===== config.mk =====
export PLATFORM = sky130hd
export DESIGN_NAME = tmr_chan_ctrl
export DESIGN_NICKNAME = d
export VERILOG_FILES = /design/src/rtl/tmr_pkg.sv /design/src/rtl/tmr_prescale.sv /design/src/rtl/tmr_counter.sv /design/src/rtl/tmr_cap_sync.sv /design/src/rtl/tmr_chan.sv /design/src/rtl/tmr_chan_ctrl.sv
export SDC_FILE = /design/constraint.sdc
export NUM_CORES = 1
export LEC_CHECK = 0
export BUFFER_PORTS_ARGS = -buffer_cell sky130_fd_sc_hd__buf_4
export CORE_ASPECT_RATIO = 1.2
export CORE_UTILIZATION = 40
export DETAILED_ROUTE_END_ITERATION = 8
export PLACE_DENSITY = 0.56
export SLEW_MARGIN = 20
export SYNTH_ARGS = -nofsm -noshare
export SYNTH_HDL_FRONTEND = slang
export SYNTH_HIERARCHICAL = 1
export SYNTH_SLANG_ARGS = --single-unit

===== constraint.sdc =====
create_clock -name clk -period 3.7 [get_ports clk]
set_clock_uncertainty 0.05 [all_clocks]
set_input_delay 0.37 -clock clk [delete_from_list [all_inputs] [get_ports clk]]
set_output_delay 0.37 -clock clk [all_outputs]
set_load 0.02 [all_outputs]

===== src/rtl/tmr_pkg.sv =====
// Package: shared constants and types of the four-channel timer.
// Assumes a fixed register map of eight word addresses.
package tmr_pkg;
    localparam int CH_NUM   = 4;                 // last channel is capture-capable
    localparam int FLAG_W   = 8;
    localparam int ADDR_W   = 3;
    localparam int SEL_W    = 2;
    localparam int PRE_W    = 4;                 // holds the largest divide-1 (15)
    localparam int OVF_BIT  = 3;

    localparam logic [ADDR_W-1:0] A_CTRL = 3'd0;
    localparam logic [ADDR_W-1:0] A_FLAG = 3'd1;
    localparam logic [ADDR_W-1:0] A_MASK = 3'd2;
    localparam logic [ADDR_W-1:0] A_CNT  = 3'd3;
    localparam int                A_CH0  = 4;

    // Flag/enable bits that exist: channels at 7..4, wrap at 3.
    localparam logic [FLAG_W-1:0] FLAG_USED = 8'hF8;

    typedef struct packed {
        logic [SEL_W-1:0] psel;      // divide select
        logic             cap_mode;  // channel four: 1 capture, 0 compare
        logic             stop;      // hold counter and divider at zero
    } ctrl_t;

    localparam int CTRL_W = $bits(ctrl_t);

    // Flag bit position of channel i (0-based).
    function automatic int ch_bit(input int i);
        return FLAG_W - 1 - i;
    endfunction
endpackage


===== src/rtl/tmr_prescale.sv =====
// Divider: emits a one-cycle tick every d clocks, with d = 1, 4, 8 or 16
// chosen by sel. Held at zero while stop is high, so counting restarts in phase.
module tmr_prescale #(
    parameter int SEL_W = 2,
    parameter int PRE_W = 4
) (
    input  logic             clk,
    input  logic             rst_n,
    input  logic             stop,
    input  logic [SEL_W-1:0] sel,
    output logic             tick
);
    logic [PRE_W-1:0] pre_q;
    logic [PRE_W-1:0] limit;

    // Last count value of the divide cycle for the selected factor.
    always_comb begin
        if (sel == '0) limit = '0;
        else           limit = PRE_W'((1 << (int'(sel) + 1)) - 1);
    end

    // Tick on the last count; >= keeps a shortened select from stalling.
    assign tick = !stop && (pre_q >= limit);

    // Divider count register.
    always_ff @(posedge clk) begin
        if (!rst_n || stop) pre_q <= '0;
        else if (tick)      pre_q <= '0;
        else                pre_q <= pre_q + 1'b1;
    end
endmodule


===== src/rtl/tmr_counter.sv =====
// Main up-counter: advances once per tick and is held at zero while stopped.
// wrap flags the tick on which the all-ones value rolls over.
module tmr_counter #(
    parameter int W = 16
) (
    input  logic         clk,
    input  logic         rst_n,
    input  logic         stop,
    input  logic         tick,
    output logic [W-1:0] cnt,
    output logic         wrap
);
    logic [W-1:0] cnt_q;

    // Counter register.
    always_ff @(posedge clk) begin
        if (!rst_n || stop) cnt_q <= '0;
        else if (tick)      cnt_q <= cnt_q + 1'b1;
    end

    assign cnt  = cnt_q;
    assign wrap = tick && (&cnt_q);
endmodule


===== src/rtl/tmr_cap_sync.sv =====
// Capture input conditioner: STAGES flops against metastability, plus one
// flop for edge detection. rise is high for one cycle per low-to-high change.
module tmr_cap_sync #(
    parameter int STAGES = 2
) (
    input  logic clk,
    input  logic rst_n,
    input  logic din,
    output logic rise
);
    logic [STAGES:0] sh_q;

    // Synchronizer and edge-history shift register.
    always_ff @(posedge clk) begin
        if (!rst_n) sh_q <= '0;
        else        sh_q <= {sh_q[STAGES-1:0], din};
    end

    assign rise = sh_q[STAGES-1] && !sh_q[STAGES];
endmodule


===== src/rtl/tmr_chan.sv =====
// One timer channel: a value register that software writes and a capture
// event loads (capture wins), plus a comparator that reports a match on a tick.
// Assumes cmp_en and cap_take are never used together by the parent.
module tmr_chan #(
    parameter int W = 16
) (
    input  logic         clk,
    input  logic         rst_n,
    input  logic         wr,
    input  logic [W-1:0] wdata,
    input  logic         tick,
    input  logic [W-1:0] cnt,
    input  logic         cmp_en,
    input  logic         cap_take,
    output logic [W-1:0] value,
    output logic         hit
);
    logic [W-1:0] val_q;

    // Value register: capture, then software write.
    always_ff @(posedge clk) begin
        if (!rst_n)        val_q <= '0;
        else if (cap_take) val_q <= cnt;
        else if (wr)       val_q <= wdata;
    end

    assign value = val_q;
    assign hit   = cmp_en && tick && (cnt == val_q);
endmodule


===== src/rtl/tmr_chan_ctrl.sv =====
// Four-channel timer top: register port, divider, counter, channels, sticky
// flags, enables and the three request lines. Reads are combinational.
// Assumes cap_in may be asynchronous; every other input is synchronous to clk.
module tmr_chan_ctrl
    import tmr_pkg::*;
#(
    parameter int CNT_W       = 16,
    parameter int SYNC_STAGES = 2
) (
    input  logic              clk,
    input  logic              rst_n,
    input  logic              wr_en,
    input  logic [ADDR_W-1:0] addr,
    input  logic [CNT_W-1:0]  wdata,
    output logic [CNT_W-1:0]  rd_data,
    input  logic              cap_in,
    output logic              irq_cmp,
    output logic              irq_ch4,
    output logic              irq_ovf
);
    localparam int LAST = CH_NUM - 1;

    ctrl_t             ctrl_q;
    logic [FLAG_W-1:0] flags_q;
    logic [FLAG_W-1:0] mask_q;
    logic [FLAG_W-1:0] flag_set;
    logic [FLAG_W-1:0] flag_clr;
    logic              tick;
    logic [CNT_W-1:0]  cnt_q;
    logic              wrap;
    logic              cap_rise;
    logic [CNT_W-1:0]  ch_val  [CH_NUM];
    logic [CH_NUM-1:0] ch_hit;
    logic [CH_NUM-1:0] ch_cap;

    // Control register.
    always_ff @(posedge clk) begin
        if (!rst_n)                         ctrl_q <= '0;
        else if (wr_en && addr == A_CTRL)   ctrl_q <= ctrl_t'(wdata[CTRL_W-1:0]);
    end

    // Enable register; bits without a source stay zero.
    always_ff @(posedge clk) begin
        if (!rst_n)                         mask_q <= '0;
        else if (wr_en && addr == A_MASK)   mask_q <= wdata[FLAG_W-1:0] & FLAG_USED;
    end

    tmr_prescale #(.SEL_W(SEL_W), .PRE_W(PRE_W)) u_pre (
        .clk   (clk),
        .rst_n (rst_n),
        .stop  (ctrl_q.stop),
        .sel   (ctrl_q.psel),
        .tick  (tick)
    );

    tmr_counter #(.W(CNT_W)) u_cnt (
        .clk   (clk),
        .rst_n (rst_n),
        .stop  (ctrl_q.stop),
        .tick  (tick),
        .cnt   (cnt_q),
        .wrap  (wrap)
    );

    tmr_cap_sync #(.STAGES(SYNC_STAGES)) u_sync (
        .clk   (clk),
        .rst_n (rst_n),
        .din   (cap_in),
        .rise  (cap_rise)
    );

    // Channels: the last one is mode-switched, the others only compare.
    for (genvar i = 0; i < CH_NUM; i++) begin : g_ch
        logic cmp_en_i;
        if (i == LAST) begin : g_dual
            assign cmp_en_i  = !ctrl_q.cap_mode;
            assign ch_cap[i] = ctrl_q.cap_mode && cap_rise;
        end else begin : g_cmp
            assign cmp_en_i  = 1'b1;
            assign ch_cap[i] = 1'b0;
        end

        tmr_chan #(.W(CNT_W)) u_chan (
            .clk      (clk),
            .rst_n    (rst_n),
            .wr       (wr_en && (addr == ADDR_W'(A_CH0 + i))),
            .wdata    (wdata),
            .tick     (tick),
            .cnt      (cnt_q),
            .cmp_en   (cmp_en_i),
            .cap_take (ch_cap[i]),
            .value    (ch_val[i]),
            .hit      (ch_hit[i])
        );
    end

    // Collect set events into flag positions.
    always_comb begin
        flag_set = '0;
        for (int i = 0; i < CH_NUM; i++) flag_set[ch_bit(i)] = ch_hit[i] || ch_cap[i];
        flag_set[OVF_BIT] = wrap;
    end

    // Clear mask from a flag-register write (ones clear).
    assign flag_clr = (wr_en && addr == A_FLAG) ? wdata[FLAG_W-1:0] : '0;

    // Sticky flags: a set in the same cycle overrides a clear.
    always_ff @(posedge clk) begin
        if (!rst_n) flags_q <= '0;
        else        flags_q <= ((flags_q & ~flag_clr) | flag_set) & FLAG_USED;
    end

    // Request lines.
    always_comb begin
        irq_cmp = 1'b0;
        for (int i = 0; i < LAST; i++) irq_cmp |= flags_q[ch_bit(i)] && mask_q[ch_bit(i)];
    end
    assign irq_ch4 = flags_q[ch_bit(LAST)] && mask_q[ch_bit(LAST)];
    assign irq_ovf = flags_q[OVF_BIT] && mask_q[OVF_BIT];

    // Read multiplexer.
    always_comb begin
        rd_data = '0;
        case (addr)
            A_CTRL:  rd_data = CNT_W'(ctrl_q);
            A_FLAG:  rd_data = CNT_W'(flags_q);
            A_MASK:  rd_data = CNT_W'(mask_q);
            A_CNT:   rd_data = cnt_q;
            default: rd_data = ch_val[int'(addr) - A_CH0];
        endcase
    end
endmodule


# Yosys cells after proc, flatten, opt, wreduce, memory -nomap -nowiden
# Index checks and enable logic that the tools add are counted.
classes:
  addsub: 5
  n_lt_le_gt_ge: 2
  shift: 1
  mux: 8
  reduce_logical: 32
  n_eq_ne: 11
  bitwise_logic: 6
ops:
  columns: ["cell", "n"]
  rows:
  - ["$eq 16x16->1", 4]
  - ["$mux 16", 4]
  - ["$pmux 16 s4", 1]
  - ["$bmux 16 s2", 1]
  - ["$ge 32x3->1 const B", 1]
  - ["$not 32->32", 1]
  - ["$shl 1x32->4 const A", 1]
  - ["$logic_and 1x1->1", 21]
  - ["$add 16x1->16 const B", 1]
  - ["$reduce_and 16->1", 1]
  - ["$eq 3x3->1 const B", 4]
  - ["$and 8x8->8", 1]
  - ["$mux 8", 1]
  - ["$not 8->8", 1]
  - ["$or 8x8->8", 1]
  - ["$eq 3x2->1 const B", 2]
  - ["$add 4x1->4 const B", 1]
  - ["$ge 4x4->1", 1]
  - ["$logic_not 1->1", 4]
  - ["$mux 4", 1]
  - ["$sub 3x3->4 const B", 1]
  - ["$sub 4x2->4 const B", 1]
  - ["$add 2x1->3 const B", 1]
  - ["$eq 3x1->1 const B", 1]
  - ["other kinds (6)", 8]
totals:
  inputBits: 23
  elab_cells: 78
  reg_bits: 104
  output_inout_bits: 19

# Depth between registers and ports, before layout
# Gate-level depths: netlist (run 1).
logic_depth:
  word_depth: 10
  mapped_depth: 13
  depth_no_buf: 13

# Cells and area by module
# Netlist (run 1), hierarchy kept.
by_module_without_submodules:
  columns: ["mod", "cells_each", "area_per_inst_um2", "seq_area_each_um2", "instances"]
  rows:
  - ["tmr_chan", 108, 932.1, 320.3, 4]
  - ["tmr_chan_ctrl", 172, 1517.7, 280.3, 1]
  - ["tmr_counter", 79, 740.7, 320.3, 1]
  - ["tmr_prescale", 31, 276.5, 80.1, 1]
  - ["tmr_cap_sync", 7, 92.6, 60.1, 1]

# Worst setup path after synthesis (run 1)
# Ideal clock, no wire load.
synth_path:
  path_kind: "register to register"
  startpoint: "register ctrl_q[2] (netlist bit)"
  endpoint: "register flags_q[5]"
  required_ps: 3576
  setup_slack_ps: 976
  n_path_buf: 0
  synth_period_minus_slack_ps: 2724
  stages_incl_launch_ff: 14
  arrival_time_ps: 2600
  setup_time_ps: 74
  cell_sequence: "dfxtp_1 > nor2_1 > inv_1 > ha_1 > inv_1 > ha_1 > o211ai_1 > o21ai_2 > nor2b_1 > nand3_1 > or4_1 > nor4_2 > o21ai_0 > a31oi_1"
synth_via:
  elab_chain_len: 8
  word_cells_on_any_way: 9
  classes_between: "add/sub (2); order compare (1); shift (1); mux (1); bitwise (1); reduce/logical (3)"
synth_rtl:
  columns: ["item", "line_no", "rtl"]
  rows:
  - ["from (decl)", "tmr_chan_ctrl.sv:23", "ctrl_t ctrl_q;"]
  - ["from (signal assigned)", "tmr_chan_ctrl.sv:39", "else if (wr_en && addr == A_CTRL) ctrl_q <= ctrl_t'(wdata[CTRL_W-1:0]);"]
  - ["$add 2x1->3", "tmr_prescale.sv:19", "else limit = PRE_W'((1 << (int'(sel) + 1)) - 1);"]
  - ["$shl 1x32->4", "tmr_prescale.sv:19", null]
  - ["$sub 4x2->4", "tmr_prescale.sv:19", null]
  - ["$mux 4 (*)", "tmr_prescale.sv:18", "if (sel == '0) limit = '0;"]
  - ["$ge 4x4->1 (*)", "tmr_prescale.sv:23", "assign tick = !stop && (pre_q >= limit);"]
  - ["$logic_and 1x1->1 (*)", "tmr_prescale.sv:23", null]
  - ["named net tick", "tmr_chan_ctrl.sv:28", "logic tick;"]
  - ["$logic_and 1x1->1 (*)", "tmr_chan.sv:28", "assign hit = cmp_en && tick && (cnt == val_q);"]
  - ["named net ch_hit[2]", "tmr_chan_ctrl.sv:33", "logic [CH_NUM-1:0] ch_hit;"]
  - ["$or 8x8->8 (*)", "tmr_chan_ctrl.sv:110", "else flags_q <= ((flags_q & ~flag_clr) | flag_set) & FLAG_USED;"]
  - ["to (signal assigned)", "tmr_chan_ctrl.sv:110", null]
  - ["to (decl)", "tmr_chan_ctrl.sv:24", "logic [FLAG_W-1:0] flags_q;"]
# Mark *: on every way through the listed nets, which the timed path passes. The rest lies on a longest branch.
# A chain may end at the register's enable or synchronous reset.

# Worst setup path after layout (run 1)
# Ends and elaborated chain as after synthesis.

==> qor.txt, run 1 <==
Run status = finished, final reports clean
Final setup fails = 0
Pin count of the biggest net entering global routing = 52
CTS Sinks = 101
Top cell type by total area after synthesis = dfxtp_1
All-layer global routing usage = 25.08%
DIE AREA = 16400 sq um
Worst hold-check path type = primary input to flop
Synth Flop Type = dfxtp_1
H-Tree Depth = 3
Routed wire per std cell = 20.40 microns
Vias after detailed routing = 5364
Met3 Use GR = 3.635%
I/O Buffers = 41
Final Hold Viols = 0
Syn Inst Count = 721
Initial DRC count = 458
Register area = 2022 sq um
GR peak layer = met2
Final min period = 2898 ps
Commonest non-fill, non-tap cell in the layout = dfxtp_1
Final cycle utilization of the critical path = 78.34%
DRC = 0
Final wirelength = 19750 microns
Antenna violations before repair = 0
Max-cap violations = 0
Cts repair resizes = 0
Final HPWL DP = 13440 microns
Cts bufs inserted = 9
Setup crit end kind = flop
Critical Path Fanout Max = 9
Cell Area, Synth = 6356 sq um
Share of the synthesized area in the top cell type = 31.81%
M2 GR Usage = 39.86%
M1 GR Usage = 33.92%
Area of the multi-input gates = 4078 sq um
Power density over the cells = 370.9 nW/um^2
Vias per cell = 5.541
Seq/Total Area, Yosys = 31.81%
First-pass GRT wire length = 30440 microns
Placer Congestion = 0.8753
Slew Limit Fails = 0
Yosys warns = 6
Post-CTS setup buffers = 0
Synth area leaders = dfxtp_1 32%, mux2i_1 14%, xnor2_1 8.0%
Yosys reg bits = 101
Fmax = 345.0 MHz
Worst slew margin = 50.27%
Share of layout cells above drive strength 1 = 13.82%
Async SR Flop Fraction = 0%
Commonest non-fill, non-tap cells in the layout = 101 x dfxtp_1, 87 x mux2i_1, 84 x nand2_1
Die height = 140.1 microns
Post-synth EDFFs = 0
Clock Latency Late Sink = 360 ps
WHS = 166.1 ps
Unrepaired setup endpoints after global routing = no
Detailed Routing Iterations Pass 1 = 5
Layout fillers = 1526
Vias in the first global route = 5138
CTS tree = done
Final #Nets = 785
Die X = 117.1 microns
Cell Count Post-Placement = 952
P_leak = 2.572 nW
GRT Residual Overflow = 0
Clock-pin transition on the worst setup and hold timing paths = 70 ps
Maximum vdd drop = 0.2605 mV
Core area = 15580 sq um
Synthesized area per cell = 8.816 sq um
CTS root buf = clkbuf_16
Ports = 42
Initial Util = 40.80%
Critical Path RT = 3930 ps
Distinct cells, synth = 51
CTS max path bufs = 2
Hold_buf cts = 0
Syn-to-layout area delta = 12.17%
Crit path DAT = 3120 ps
Final Power = 0.002645 W
Final ANT Viol Nets = 0
Worst-margin pin slew = 744.4 ps
Startpoint types = flop
TNS Setup = 0 ps
Ant. Diodes = 0
Crit Path Class = flop to flop
Row Count = 50
Final std cells w/o fill = 968
[layout make-up]
class,instances,area share (%)
Inverter,12,0.6318
Timing Repair Buffer,52,5.476
Clock inverter,5,1.141
Tap cell,208,3.650
Multi-Input combinational cell,579,57.20
Sequential cell,101,28.36
Clock buffer,11,3.545
[flip-flops by register name (all words and copies together) (netlist names)]
signal / cells
g_ch.u_chan/value: 64
u_cnt/cnt: 16
flags_q: 5
mask_q: 5
ctrl_q: 4
u_pre/pre_q: 4
u_sync/sh_q: 3
[power by group]
part / internal [W] / switching [W] / leakage [nW] / total (W)
sequential: 0.00112 / 0.0000530 / 0.817 / 0.00117
combinational: 0.000159 / 0.000225 / 1.59 / 0.000384
clock: 0.000632 / 0.000455 / 0.162 / 0.00109
[layer usage]
metal / vias to the layer above / share of wire, %
li1: 2546 / -
met1: 2593 / 45
met2: 198 / 47
met3: 27 / 6.1
met4: 0 / 2.1
met5: - / 0
[logic make-up (layout without fill, tap and decap cells)]
| logic type | count (synthesis) | in the layout | share of synthesized area [%] |
|---|---|---|---|
| AO/OA/AOI/OAI | 113 | 113 | 10.35 |
| multiplexers | 110 | 110 | 18.13 |
| adder cells (fa/ha/maj) | 7 | 7 | 1.378 |
| buffers and inverters | 57 | 80 | 5.098 |
| AND/OR/NAND/NOR | 252 | 252 | 22.22 |
| flip-flops | 101 | 101 | 31.81 |
| XOR/XNOR | 79 | 79 | 10.89 |
| other | 2 | 18 | 0.1182 |
[critical path: stages (launching register included)]
cell	delay (ps)
dfxtp_1	410
nor2_1	110
inv_1	60
ha_1	130
inv_1	40
ha_1	260
o211ai_1	90
o21ai_2	220
nor2b_1	170
buf_4	190
nand3_1	70
or4_1	520
nor4_2	180
o21ai_0	110
a31oi_1	200
[cells in the mapped netlist (2+ instances only)]
cell	instances
buf_4	6
nand2_1	84
buf_6	4
ha_1	7
a21oi_1	10
mux4_2	2
or4_1	4
and3_1	5
and4_1	6
and2b_1	2
nor4_2	4
xor2_1	21
mux2i_1	87
nand4_1	15
buf_12	2
mux2_2	21
clkbuf_1	19
nor3_1	5
nand2b_1	4
xnor2_1	58
nand3_1	9
o31a_1	2
conb_1	2
and2_1	74
buf_2	12
nor2_1	17
a31oi_1	12
o21ai_0	70
inv_1	12
nor2b_1	12
a221oi_1	13
dfxtp_1	101
[worst paths after layout]
check / startpoint / endpoint / slack (ps) / depth (start not counted)
worst min register to register: u_sync/sh_q[0] / u_sync/sh_q[1] / 390 / 1
worst max-delay path: ctrl_q[2] / flags_q[5] / 800 / 14
worst max register to register: ctrl_q[2] / flags_q[5] / 800 / 14
worst min-delay path: cap_in / u_sync/sh_q[0] / 170 / 2
[metrics by stage]
| step | utilization, % | instance area [sq um] | setup WS, ps |
|---|---|---|---|
| floorplan | - | 6416 | 975.9 |
| global placement | 43.62 | 6795 | 965.0 |
| detailed placement | 43.62 | 6795 | 874.9 |
| CTS | 45.77 | 7129 | 846.3 |
| global route | 45.77 | 7129 | 516.6 |
| finish | 45.77 | 7129 | 801.5 |
Note: power is estimated with default switching activity, not from simulation.
==> run 2: changes to the inputs <==
--- a/config.mk
+++ b/config.mk
@@ -9,7 +9,7 @@
 export CORE_ASPECT_RATIO = 1.2
 export CORE_UTILIZATION = 40
 export DETAILED_ROUTE_END_ITERATION = 8
-export PLACE_DENSITY = 0.56
+export PLACE_DENSITY = 0.58
 export SLEW_MARGIN = 20
 export SYNTH_ARGS = -nofsm -noshare
 export SYNTH_HDL_FRONTEND = slang
==> constraint.sdc (replaced) <==
create_clock -name clk -period 2.4 [get_ports clk]
set_clock_uncertainty 0.05 [all_clocks]
set_input_delay 0.24 -clock clk [delete_from_list [all_inputs] [get_ports clk]]
set_output_delay 0.24 -clock clk [all_outputs]
set_load 0.02 [all_outputs]
==> run 2 against run 1 <==
Effect of this change: largest power group unchanged; combinational power increased by 71%; non-clock buffer count grew 26; setup slack got worse by 930 ps; die area unchanged; worst hold slack worse by 110 ps; register-to-register slack worse by 930 ps; the run now ends with negative setup slack left; highest routed layer unchanged.
==> qor.txt, run 2 (synthesized netlist as in run 1, its figures left out) <==
Run status = finished with violations
Failing checks = negative setup slack
Detailed Routing Iterations Pass 1 = 4
Crit Path Class = flop to flop
Buf+Inv Stages, Crit Path = 4
Clock-pin transition on the worst setup and hold timing paths = 70 ps
RR Startpoint = ctrl_q[2]
Setup crit end kind = flop
Power density over the cells = 539.1 nW/um^2
Worst slew margin = 59.99%
Max reg flops = 64
Maximum vdd drop = 0.2747 mV
Die X = 117.1 microns
Clock Latency Late Sink = 360 ps
Worst-margin pin slew = 599.4 ps
Flop-to-flop setup slack = -120 ps
DRC = 0
CTS tree = done
Final cycle utilization of the critical path = 105.2%
Final Hold Viols = 0
First-pass GRT wire length = 30620 microns
Area of the multi-input gates = 4116 sq um
Max-cap violations = 0
Routed wire per std cell = 19.91 microns
Final setup fails = 12
P_leak = 2.726 nW
Cell Count Post-Placement = 975
Reg2reg end = u_cnt/cnt[9]
H-Tree Depth = 3
Vias after detailed routing = 5447
Vias per cell = 5.480
GRT Residual Overflow = 0
Fmax = 396.1 MHz
Ant. Diodes = 0
Unrepaired setup endpoints after global routing = yes
Cts bufs inserted = 9
Worst path top cell family by delay = simple AND/OR/NAND/NOR gates
Slew Limit Fails = 0
Worst path cell trace = nor2_1 > inv_1 > ha_1 > inv_1 > ha_1 > o211ai_1 > o21ai_2 > nor2b_4 > buf_4 > and4_4 > buf_4 > nand4_1 > xor2_1 > nor2_1
Worst hold-check path type = primary input to flop
Crit path DAT = 2700 ps
Final wirelength = 19790 microns
Register area = 2026 sq um
Hold_buf cts = 0
Setup WS post-layout = -124.7 ps
Commonest non-fill, non-tap cells in the layout = 98 x dfxtp_1, 87 x mux2i_1, 84 x nand2_1
Final std cells w/o fill = 994
Layout fillers = 1514
Antenna violations before repair = 0
Critical Path Fanout Max = 5
CTS root buf = clkbuf_16
Critical Path RT = 2580 ps
Initial DRC count = 430
Share of layout cells above drive strength 1 = 17.68%
Initial Util = 40.80%
Syn-to-layout area delta = 16.28%
Final min period = 2525 ps
Worst path max stage delay = 350 ps
Die height = 140.1 microns
DIE AREA = 16400 sq um
Pin count of the biggest net entering global routing = 38
Reg2Reg Depth = 14
Final ANT Viol Nets = 0
Row Count = 50
WHS = 51.48 ps
Placer Congestion = 0.9134
Hold EP = u_sync/sh_q[0]
Final HPWL DP = 14050 microns
Final #Nets = 811
Worst path slowest cell = dfxtp_2
All-layer global routing usage = 25.29%
I/O Buffers = 41
HP Start = cap_in
CTS Sinks = 101
CTS max path bufs = 2
Crit path depth = 14
Vias in the first global route = 5272
Commonest non-fill, non-tap cell in the layout = dfxtp_1
Core area = 15580 sq um
Startpoint types = flop
Ports = 42
Hold-critical path depth = 2
==> run 2: cell count changes in the layout (fill, tap and decap cells not counted), moves of 2 or more <==
cell	before	now
dfxtp_1	101	98
o21ai_0	70	67
dfxtp_2	0	3
buf_4	52	74
nor4_2	4	2
o21ai_1	0	3
and4_4	0	3
buf_12	0	4
or4_1	4	2
or4_4	0	2
nor4_4	0	2
and4_1	6	4
==> run 2: worst max-delay path by stage <==
stage,endpoint,slack (ps),from
2_1_floorplan,flags_q[5],-60,ctrl_q[2]
3_3_place_gp,u_cnt/cnt[15],-80,ctrl_q[3]
3_5_place_dp,flags_q[6],-170,ctrl_q[2]
4_1_cts,flags_q[6],-120,ctrl_q[2]
5_1_grt,flags_q[6],-290,ctrl_q[2]
6_report,u_cnt/cnt[9],-120,ctrl_q[2]
==> run 2: where the power goes <==
group	switching (W)	internal [W]
sequential	0.0000678	0.00173
clock	0.000688	0.000845
combinational	0.000371	0.000285
==> run 2: per-layer routing <==
metal / vias up / share of wire [%] / track usage [%]
met1: 2630 / 45 / 33.78
met3: 26 / 5.7 / 3.116
met2: 179 / 47 / 40.55
met4: 0 / 2.5 / 10.99
met5: - / 0 / 0
li1: 2612 / - / -
==> run 2: final cells by class <==
type / instances / area share (%)
Multi-Input combinational cell: 579 / 55.70
Sequential cell: 101 / 27.41
Timing Repair Buffer: 78 / 8.600
Tap cell: 208 / 3.521
Clock buffer: 10 / 3.233
Clock inverter: 6 / 0.9311
Inverter: 12 / 0.6094
==> run 2: repair_timing <==
| action | 4_1_cts | 5_1_grt |
|---|---|---|
| endpoints found under the setup margin | 15 | 19 |
| gates resized for setup | 4 | 5 |
| buffers inserted | 2 | 1 |
| gates cloned | 0 | 0 |
| pin swaps | 4 | 1 |
==> run 2: through the flow <==
stage               instance area, sq um  total power (W)  TNS, ps  utilization (%)  setup WS (ps)
detailed placement                  7028         0.002440    -1213            45.12         -168.2
global placement                    7028         0.002429   -413.9            45.12         -84.39
finish                              7391         0.003984   -717.8            47.45         -124.7
floorplan                           6426         0.002216   -226.6                -         -61.27
CTS                                 7357         0.003978   -731.7            47.23         -120.0
global route                        7391         0.004139    -3417            47.45         -290.4
==> run 2: worst reg2reg max path, stage by stage, from the launching register on <==
cell and delay (ps):
dfxtp_2 350, nor2_1 60, inv_1 50, ha_1 130, inv_1 40, ha_1 260
o211ai_1 90, o21ai_2 140, nor2b_4 260, buf_4 180, and4_4 240, buf_4 140
nand4_1 130, xor2_1 200, nor2_1 60
==> run 3: changes to the inputs <==
--- a/config.mk
+++ b/config.mk
@@ -8,8 +8,10 @@
 export BUFFER_PORTS_ARGS = -buffer_cell sky130_fd_sc_hd__buf_4
 export CORE_ASPECT_RATIO = 1.2
 export CORE_UTILIZATION = 40
+export CTS_BUF_LIST = sky130_fd_sc_hd__clkbuf_4
 export DETAILED_ROUTE_END_ITERATION = 8
 export PLACE_DENSITY = 0.58
+export RECOVER_POWER = 100
 export SLEW_MARGIN = 20
 export SYNTH_ARGS = -nofsm -noshare
 export SYNTH_HDL_FRONTEND = slang
==> run 3 against run 2 <==
Effect of this change: the flow still finishes with violations (negative setup slack); largest cell class unchanged; combinational power rose by 4.1%; sequential share of layout area rose by 0.19 points; sequential power barely moved; critical path type unchanged; critical path depth fell by 2.
==> qor.txt, run 3 (synthesized netlist as in run 1, its figures left out) <==
Run status = finished with violations
Failing checks = negative setup slack
Launch point of the worst path = ctrl_q[3]
Worst-margin pin slew = 1296 ps
Final cycle utilization of the critical path = 107.5%
Max reg flops = 64
Cts bufs inserted = 9
Power density over the cells = 464.9 nW/um^2
CTS tree = done
Final Hold Viols = 0
Clock Latency Late Sink = 510 ps
Crit Path Class = flop to flop
Dpl ws = -168.2 ps
Critical Path RT = 2790 ps
I/O Buffers = 41
First-pass GRT wire length = 30470 microns
Startpoint types = flop
Worst path slowest cell = or4_4
P_leak = 2.679 nW
Detailed Routing Iterations Pass 1 = 5
Die X = 117.1 microns
Final Power = 0.003427 W
DIE AREA = 16400 sq um
Fmax = 387.6 MHz
Pin count of the biggest net entering global routing = 38
Commonest non-fill, non-tap cell in the layout = dfxtp_1
Clock-pin transition on the worst setup and hold timing paths = 170 ps
DRC = 0
Vias in the first global route = 5258
GRT Residual Overflow = 0
Vias after detailed routing = 5479
Syn-to-layout area delta = 15.96%
HP Start = wdata[4]
Commonest non-fill, non-tap cells in the layout = 95 x dfxtp_1, 87 x mux2i_1, 84 x nand2_1
Share of layout cells above drive strength 1 = 19.17%
Hold-critical path depth = 3
Setup WS post-layout = -180.2 ps
Final setup fails = 16
Core Util, Final = 47.32%
Placer Congestion = 0.9134
Slew Limit Fails = 0
Maximum vdd drop = 0.2336 mV
Worst path max stage delay = 530 ps
H-Tree Depth = 3
CTS max path bufs = 2
Final ANT Viol Nets = 0
Unrepaired setup endpoints after global routing = yes
WHS = 22.60 ps
Worst path cell trace = nand2b_4 > ha_4 > inv_2 > ha_4 > o211ai_1 > o21ai_2 > nor2b_4 > buf_6 > nand3_2 > or4_4 > nor4_4 > o31a_1
Most frequent CP cell = ha_4
Initial Util = 40.80%
Final wirelength = 19930 microns
Max-cap violations = 0
Worst hold-check path type = primary input to flop
Core area = 15580 sq um
Setup crit end kind = flop
Final HPWL DP = 14050 microns
Initial DRC count = 388
Ports = 42
Vias per cell = 5.463
Worst slew margin = 12.41%
RR Startpoint = ctrl_q[3]
TNS Setup = -1433 ps
CTS root buf = clkbuf_4
Final min period = 2580 ps
Die height = 140.1 microns
Reg2Reg Depth = 12
Crit path DAT = 2970 ps
All-layer global routing usage = 25.10%
CTS Sinks = 101
Routed wire per std cell = 19.87 microns
Critical Path Fanout Max = 5
Antenna violations before repair = 1
Final #Nets = 818
Row Count = 50
[run 3: changes by cell type in the layout (fill, tap and decap cells not counted), moves of 3 or more]
cell | previous run | this run
dfxtp_1 | 98 | 95
clkbuf_16 | 9 | 0
nand3_1 | 9 | 5
buf_4 | 74 | 66
dlygate4sd3_1 | 0 | 6
nand3_2 | 0 | 4
buf_6 | 0 | 5
clkbuf_4 | 0 | 10
[run 3: repair_timing]
action	in CTS	in global routing
setup buffers	2	3
endpoints found under the setup margin	18	22
gates resized for setup	6	31
pin swaps	4	3
endpoints found under the hold margin	8	0
hold buffers	6	0
[run 3: worst paths after layout]
| kind | to | slack (ps) |
|---|---|---|
| min reg2reg | u_sync/sh_q[1] | 420 |
| max reg2reg | flags_q[4] | -180 |
| max | flags_q[4] | -180 |
| min | mask_q[4] | 20 |
[run 3: per-stage QoR]
step	std cells	cell area [sq um]
after floorplan	737	6426
final	1003	7371
after global routing	1002	7368
after CTS	999	7254
after detailed placement	975	7028
after global placement	975	7028
[run 3: power breakdown]
part	switching, W	total [W]	leakage, nW	internal (W)
sequential	0.0000685	0.00180	0.821	0.00173
combinational	0.000378	0.000683	1.78	0.000305
clock	0.000626	0.000947	0.0744	0.000321
[run 3: worst max-delay path: cells and delay by family (launching register included)]
kind                       cells  cell delay [ps]
adders and majority gates      2              370
buffers and inverters          2              170
DFF                            1              400
AOI/OAI and AO/OA              3              390
and+or+nand+nor                5             1140
[run 3: cell type report]
cell class	count	area, sq um
clock buffer	9	67.56
clock inverter	7	72.57
inverter	12	45.04
multi-input combinational	579	4189
antenna	2	5.005
tap	208	260.3
sequential	101	2034
timing repair buffer	85	696.9
fill	1526	8207
[run 3: layer usage]
metal	wire (microns)	vias to the layer above	GRT usage, %
met4	563	0	8.261
met5	0	-	0
met2	9383	170	41.02
li1	-	2630	-
met1	9002	2649	33.79
met3	980	30	3.332
